### config.mk
export PLATFORM = sky130hd
export DESIGN_NAME = adc_rd_ctrl
export DESIGN_NICKNAME = d
export VERILOG_FILES = /design/src/rtl/adc_rd_pkg.sv /design/src/rtl/adc_sclk_div.sv /design/src/rtl/adc_shift_cap.sv /design/src/rtl/adc_rest_timer.sv /design/src/rtl/adc_rd_ctrl.sv
export SDC_FILE = /design/constraint.sdc
export NUM_CORES = 1
export LEC_CHECK = 0
export BUFFER_PORTS_ARGS = -buffer_cell sky130_fd_sc_hd__buf_4
export CORE_MARGIN = 1.5
export CORE_UTILIZATION = 47
export CTS_BUF_LIST = sky130_fd_sc_hd__clkbuf_2
export DETAILED_ROUTE_END_ITERATION = 12
export PLACE_DENSITY = 0.67
export SYNTH_ARGS = -nofsm -noshare
export SYNTH_HDL_FRONTEND = slang
export SYNTH_HIERARCHICAL = 1
export SYNTH_SLANG_ARGS = --single-unit
export TNS_END_PERCENT = 50
### constraint.sdc
create_clock -name clk_i -period 2.25 [get_ports clk_i]
set_input_delay 0.225 -clock clk_i [delete_from_list [all_inputs] [get_ports clk_i]]
set_output_delay 0.225 -clock clk_i [all_outputs]
set_load 0.01 [all_outputs]
### src/rtl/adc_rd_pkg.sv
package adc_rd_pkg;

    typedef enum logic [1:0] {
        ST_IDLE  = 2'd0,
        ST_WAKE  = 2'd1,
        ST_SHIFT = 2'd2
    } rd_state_e;

endpackage

### src/rtl/adc_sclk_div.sv
module adc_sclk_div #(
    parameter int HALF_DIV = 7
) (
    input  logic clk_i,
    input  logic rst_i,
    input  logic run_i,
    output logic sclk_o,
    output logic rise_o
);
    localparam int CW = $clog2(HALF_DIV + 1);
    localparam logic [CW-1:0] LAST = CW'(HALF_DIV - 1);

    typedef struct packed {
        logic [CW-1:0] cnt;
        logic          sclk;
    } div_t;

    div_t d, q;
    logic rise;

    always_comb begin
        d    = q;
        rise = 1'b0;
        if (!run_i) begin
            d.cnt  = '0;
            d.sclk = 1'b1;
        end else if (q.cnt == LAST) begin
            d.cnt  = '0;
            d.sclk = ~q.sclk;
            rise   = ~q.sclk;
        end else begin
            d.cnt = q.cnt + 1'b1;
        end
    end

    always_ff @(posedge clk_i) begin
        if (rst_i) begin
            q.cnt  <= '0;
            q.sclk <= 1'b1;
        end else begin
            q <= d;
        end
    end

    assign sclk_o = q.sclk;
    assign rise_o = rise;
endmodule

### src/rtl/adc_shift_cap.sv
module adc_shift_cap #(
    parameter int LEAD_BITS = 4,
    parameter int DATA_BITS = 12
) (
    input  logic                 clk_i,
    input  logic                 rst_i,
    input  logic                 clear_i,
    input  logic                 take_i,
    input  logic                 din_i,
    output logic                 last_o,
    output logic [DATA_BITS-1:0] data_o,
    output logic                 err_o,
    output logic                 valid_o
);
    localparam int FW = LEAD_BITS + DATA_BITS;
    localparam int BW = $clog2(FW);
    localparam logic [BW-1:0] LAST = BW'(FW - 1);

    typedef struct packed {
        logic [FW-2:0]        sh;
        logic [BW-1:0]        cnt;
        logic [DATA_BITS-1:0] data;
        logic                 err;
        logic                 valid;
    } cap_t;

    cap_t d, q;
    logic last;

    always_comb begin
        d       = q;
        d.valid = 1'b0;
        last    = take_i && (q.cnt == LAST);
        if (clear_i) begin
            d.cnt = '0;
        end else if (take_i) begin
            d.sh  = {q.sh[FW-3:0], din_i};
            d.cnt = q.cnt + 1'b1;
            if (last) begin
                d.data  = {q.sh[DATA_BITS-2:0], din_i};
                d.err   = |q.sh[FW-2 -: LEAD_BITS];
                d.valid = 1'b1;
                d.cnt   = '0;
            end
        end
    end

    always_ff @(posedge clk_i) begin
        if (rst_i) begin
            q <= '0;
        end else begin
            q <= d;
        end
    end

    assign last_o  = last;
    assign data_o  = q.data;
    assign err_o   = q.err;
    assign valid_o = q.valid;
endmodule

### src/rtl/adc_rest_timer.sv
module adc_rest_timer #(
    parameter int REST_CYC = 925
) (
    input  logic clk_i,
    input  logic rst_i,
    input  logic load_i,
    output logic busy_o
);
    localparam int TW = $clog2(REST_CYC + 1);
    localparam logic [TW-1:0] INIT = TW'(REST_CYC - 1);

    typedef struct packed {
        logic [TW-1:0] cnt;
        logic          busy;
    } rest_t;

    rest_t d, q;

    always_comb begin
        d = q;
        if (load_i) begin
            d.cnt  = INIT;
            d.busy = 1'b1;
        end else if (q.busy) begin
            if (q.cnt == '0) begin
                d.busy = 1'b0;
            end else begin
                d.cnt = q.cnt - 1'b1;
            end
        end
    end

    always_ff @(posedge clk_i) begin
        if (rst_i) begin
            q <= '0;
        end else begin
            q <= d;
        end
    end

    assign busy_o = q.busy;
endmodule

### src/rtl/adc_rd_ctrl.sv
module adc_rd_ctrl #(
    parameter int HALF_DIV  = 7,
    parameter int WAKE_CYC  = 125,
    parameter int REST_CYC  = 925,
    parameter int LEAD_BITS = 4,
    parameter int DATA_BITS = 12
) (
    input  logic                 clk_i,
    input  logic                 rst_i,
    input  logic                 start_i,
    input  logic                 sdata_i,
    output logic                 cs_o,
    output logic                 sclk_o,
    output logic                 ready_o,
    output logic                 valid_o,
    output logic [DATA_BITS-1:0] data_o,
    output logic                 frame_err_o
);
    import adc_rd_pkg::*;

    localparam int WW = $clog2(WAKE_CYC + 1);
    localparam logic [WW-1:0] WLAST = WW'(WAKE_CYC - 1);

    typedef struct packed {
        rd_state_e     st;
        logic [WW-1:0] wcnt;
        logic          cs;
    } top_t;

    top_t d, q;
    logic run, rise, last, busy, ready, load;

    adc_sclk_div #(.HALF_DIV(HALF_DIV)) u_div (
        .clk_i  (clk_i),
        .rst_i  (rst_i),
        .run_i  (run),
        .sclk_o (sclk_o),
        .rise_o (rise)
    );

    adc_shift_cap #(.LEAD_BITS(LEAD_BITS), .DATA_BITS(DATA_BITS)) u_cap (
        .clk_i   (clk_i),
        .rst_i   (rst_i),
        .clear_i (~run),
        .take_i  (rise),
        .din_i   (sdata_i),
        .last_o  (last),
        .data_o  (data_o),
        .err_o   (frame_err_o),
        .valid_o (valid_o)
    );

    adc_rest_timer #(.REST_CYC(REST_CYC)) u_rest (
        .clk_i  (clk_i),
        .rst_i  (rst_i),
        .load_i (load),
        .busy_o (busy)
    );

    always_comb begin
        d     = q;
        run   = (q.st == ST_SHIFT);
        ready = (q.st == ST_IDLE) && !busy;
        load  = 1'b0;
        case (q.st)
            ST_IDLE: begin
                if (start_i && ready) begin
                    d.st   = ST_WAKE;
                    d.wcnt = '0;
                    d.cs   = 1'b1;
                end
            end
            ST_WAKE: begin
                if (q.wcnt == WLAST) begin
                    d.st = ST_SHIFT;
                end else begin
                    d.wcnt = q.wcnt + 1'b1;
                end
            end
            ST_SHIFT: begin
                if (last) begin
                    d.st = ST_IDLE;
                    d.cs = 1'b0;
                    load = 1'b1;
                end
            end
            default: d.st = ST_IDLE;
        endcase
    end

    always_ff @(posedge clk_i) begin
        if (rst_i) begin
            q.st   <= ST_IDLE;
            q.wcnt <= '0;
            q.cs   <= 1'b0;
        end else begin
            q <= d;
        end
    end

    assign cs_o    = q.cs;
    assign ready_o = ready;
endmodule

==> out/summary.md <==
Outcome
* status: finished, final reports clean

Timing
* post-layout min period: 2.025 ns
* relative slew slack: 57.38%
* final setup skew: 0.01577 ns
* max-slew violation total from the final report: 0
* Worst Hold Slack: 0.1511 ns
* Worst Tran Pin Value: 0.6304 ns
* final critical-path share of the clock period: 90.00%
* number of endpoints failing setup at the final stage: 0
* unrepaired setup endpoints after global routing: no
* Fmax: 493.8 MHz
* Hold Vio Cnt, Final: 0
* Fin Setup TNS: 0 ns

Critical path
* endpoint of the worst register-to-register path: u_rest/q[3]
* Critical Path End Type: register
* category of the most critical setup path: register to register
* r2r worst-path depth: 9
* worst setup path start: u_div/q[1]
* largest fanout on the critical path: 14
* reg-to-reg startpoint: u_div/q[1]
* CP Data Arrival Time: 2.38 ns
* category of the worst setup path launch point: register
* critical path data required time: 2.60 ns
* termination of the worst setup path: u_rest/q[3]
* flop2flop setup slack: 0.23 ns

Detailed routing
* detailed router's first-iteration violation count: 130
* first drt pass iteration count: 4
* routed vias: 2167
* count of antenna-violating nets left after detailed routing: 0
* post-detailed-route wirelength per cell: 13.44 µm
* average vias per placed instance: 5.528
* Remaining DRCs: 0
* final wirelength: 5268 µm

Synthesis
* Post-synth top flop: dfxtp_1
* number of different library cells in the post-synthesis netlist: 66
* largest cells by area after synthesis: dfxtp_1, a21oi_1, nand2_1
* net count after synthesis: 320
* area fraction of the dominant cell type after synthesis: 42.41%
* most frequent cell after synthesis: dfxtp_1
* top cells by count, synth: dfxtp_1, nand2_1, a21oi_1
* number of warning messages in the yosys log: 6
* flip-flop and latch count after synthesis: 58
* fraction of the yosys area taken by sequential cells: 42.41%
* fraction of registers with async set/reset: 0%
* cell taking the most area after synthesis: dfxtp_1
* post-synthesis instance area: 2738 µm²
* number of enable flip-flop cells after synthesis: 0
* mean area per synthesized cell: 8.860 µm²
* gate count after technology mapping: 309

Global route
* global route overflow: 0
* GRT Resource Usage Total: 18.75%
* number of antenna violations at the first check in global routing: 0
* maximum number of pins on one net before global-route repair: 55
* first-pass GRT wire length: 9204 µm
* vias in the first global route: 1932

Die
* Die H: 79.32 µm
* number of placement rows: 27
* Core Area: 5574 µm²
* starting utilization of the core area: 49.11%
* number of top-level pins: 21
* Die Width: 79.32 µm
* area of the die: 6292 µm²

Pwr
* VDD IR-drop max: 0.2790 mV
* sequential power share: 64.7%
* power density over the cells: 554.3 nW/µm²
* Internal Power: 1.197 mW
* leakage dissipation: 1.019 nW
* combinational cell fraction of total power: 4.0%
* Sw Share: 25.38%
* clock network power share: 31.3%
* switching power: 0.4072 mW

Place
* RD Place Congestion: 0.7705
* Placed Cells incl. Taps: 375
* total of buffers placed on input and output ports: 20
* placed wire-length estimate: 3389 µm

Finish
* Post-Layout Cell Count: 392
* end-of-flow core utilization: 51.92%
* growth of design area from synthesis to finish: 5.713%
* layout cell share with drive strength beyond 1: 19.06%
* fill cell count: 564
* footprint of the multi-input gates: 1318 µm²
* Antenna Diode Count: 0
* final-stage net count: 326
* Sequential Area: 1161 µm²

Job
* number of maximum-capacitance constraint violations: 0

Clocking
* deepest level of the CTS H-tree: 3
* source-to-sink clock delay at the later pin of the worst-skew pair: 0.47 ns
* sink count of the clock tree: 58
* number of buffers on the longest clock path: 2
* CTS clock-pin slew for the worst setup and hold paths: 0.15 ns
* TritonCTS clock tree: yes
* root cell of the clock tree: clkbuf_2
* TritonCTS Buffers: 9

Min path
* path category of the worst min-delay check: input pin to register

registers in the layout (all words and copies together) (netlist names):
name           flops
u_cap/err_o        1
u_div/q            3
u_cap/data_o      12
u_cap/valid_o      1
u_rest/q          10
u_rest/busy_o      1
cs_o               1
u_cap/q           19
q                  9
u_div/sclk_o       1
cell usage in the layout (no fill, tap or decap), types with 3 or more instances in the layout:
master	Yosys	final
nand2_1	40	40
a21oi_1	36	36
o21ai_0	14	14
ha_1	7	7
a311oi_1	7	7
nor4_1	4	3
clkinv_1	0	3
a211oi_1	4	4
nor4b_1	4	4
clkbuf_2	1	11
inv_1	11	11
nor2_1	10	10
nand3_1	17	17
nor3_1	6	6
buf_4	16	25
o41a_1	3	3
dfxtp_1	58	58
nand2b_1	4	4
layout make-up:
class / instances / share of cell area, %
Clock buffer: 11 / 1.902
Tap cell: 72 / 3.113
Multi-Input combinational cell: 207 / 45.53
Sequential cell: 58 / 40.12
Inverter: 13 / 1.773
Clock inverter: 5 / 0.7350
Timing Repair Buffer: 26 / 6.831
per-layer routing:
layer  wire, µm  share of wire [%]  GRT usage [%]  vias up
li1           -                  -              -     1109
met1       2656                 50          25.34     1008
met2       2327                 44          27.01       44
met3        245                4.7          7.816        6
met4         38               0.72          5.789        0
met5          0                  0              0        -
critical path, cell delays in order, from the launching register on:
cell and delay [ns]:
dfxtp_1 0.36, inv_1 0.06, ha_1 0.24, and4b_1 0.30, nand4_4 0.12, inv_4 0.07, and2_1 0.12, buf_4 0.19
nor2_1 0.05, a2111oi_0 0.41
cells by family after synthesis:
logic type	count (synthesis)	share of synthesized area [%]
xor gates and xnor gates	2	0.6400
AOI/OAI and AO/OA	83	19.88
adders and majority gates	7	3.199
buffers and inverters	44	9.689
and+or+nand+nor	113	23.45
muxes	2	0.7313
DFF	58	42.41
per-stage QoR:
step / cell area, µm² / power [mW] / setup slack, ns
2_1_floorplan: 2738 / 1.105 / 0.02332
3_3_place_gp: 2801 / 1.123 / 0.2142
3_5_place_dp: 2801 / 1.123 / 0.1378
4_1_cts: 2888 / 1.628 / 0.1122
5_1_grt: 2894 / 1.693 / 0.008590
6_report: 2894 / 1.604 / 0.2250
power by group through the flow:
stage               registers, mW  logic, mW  clock network, mW
floorplan                    1.06     0.0462                  0
CTS                          1.04     0.0654              0.525
global route                 1.04     0.0722              0.581
finish                       1.04     0.0646              0.502
detailed placement           1.06     0.0636                  0
global placement             1.06     0.0638                  0
worst min path at each step:
stage               start     endpoint  slack [ns]  depth (start not counted)
2_1_floorplan       rst_i  u_rest/q[8]        0.30                          1
4_1_cts           start_i         q[8]        0.11                          3
3_5_place_dp   u_div/q[1]   u_div/q[1]        0.46                          1
3_3_place_gp   u_div/q[1]   u_div/q[1]        0.44                          1
6_report          start_i         cs_o        0.15                          3
5_1_grt           start_i         q[8]        0.10                          3
repair_timing:
| item | 4_1_cts | 5_1_grt |
|---|---|---|
| gates resized for setup | 0 | 1 |
| endpoints found under the setup margin | 0 | 3 |
| hold buffers | 1 | 0 |
| setup buffers | 0 | 0 |
| hold endpoints to repair | 2 | 0 |
Note: power is estimated with default switching activity, not from simulation.
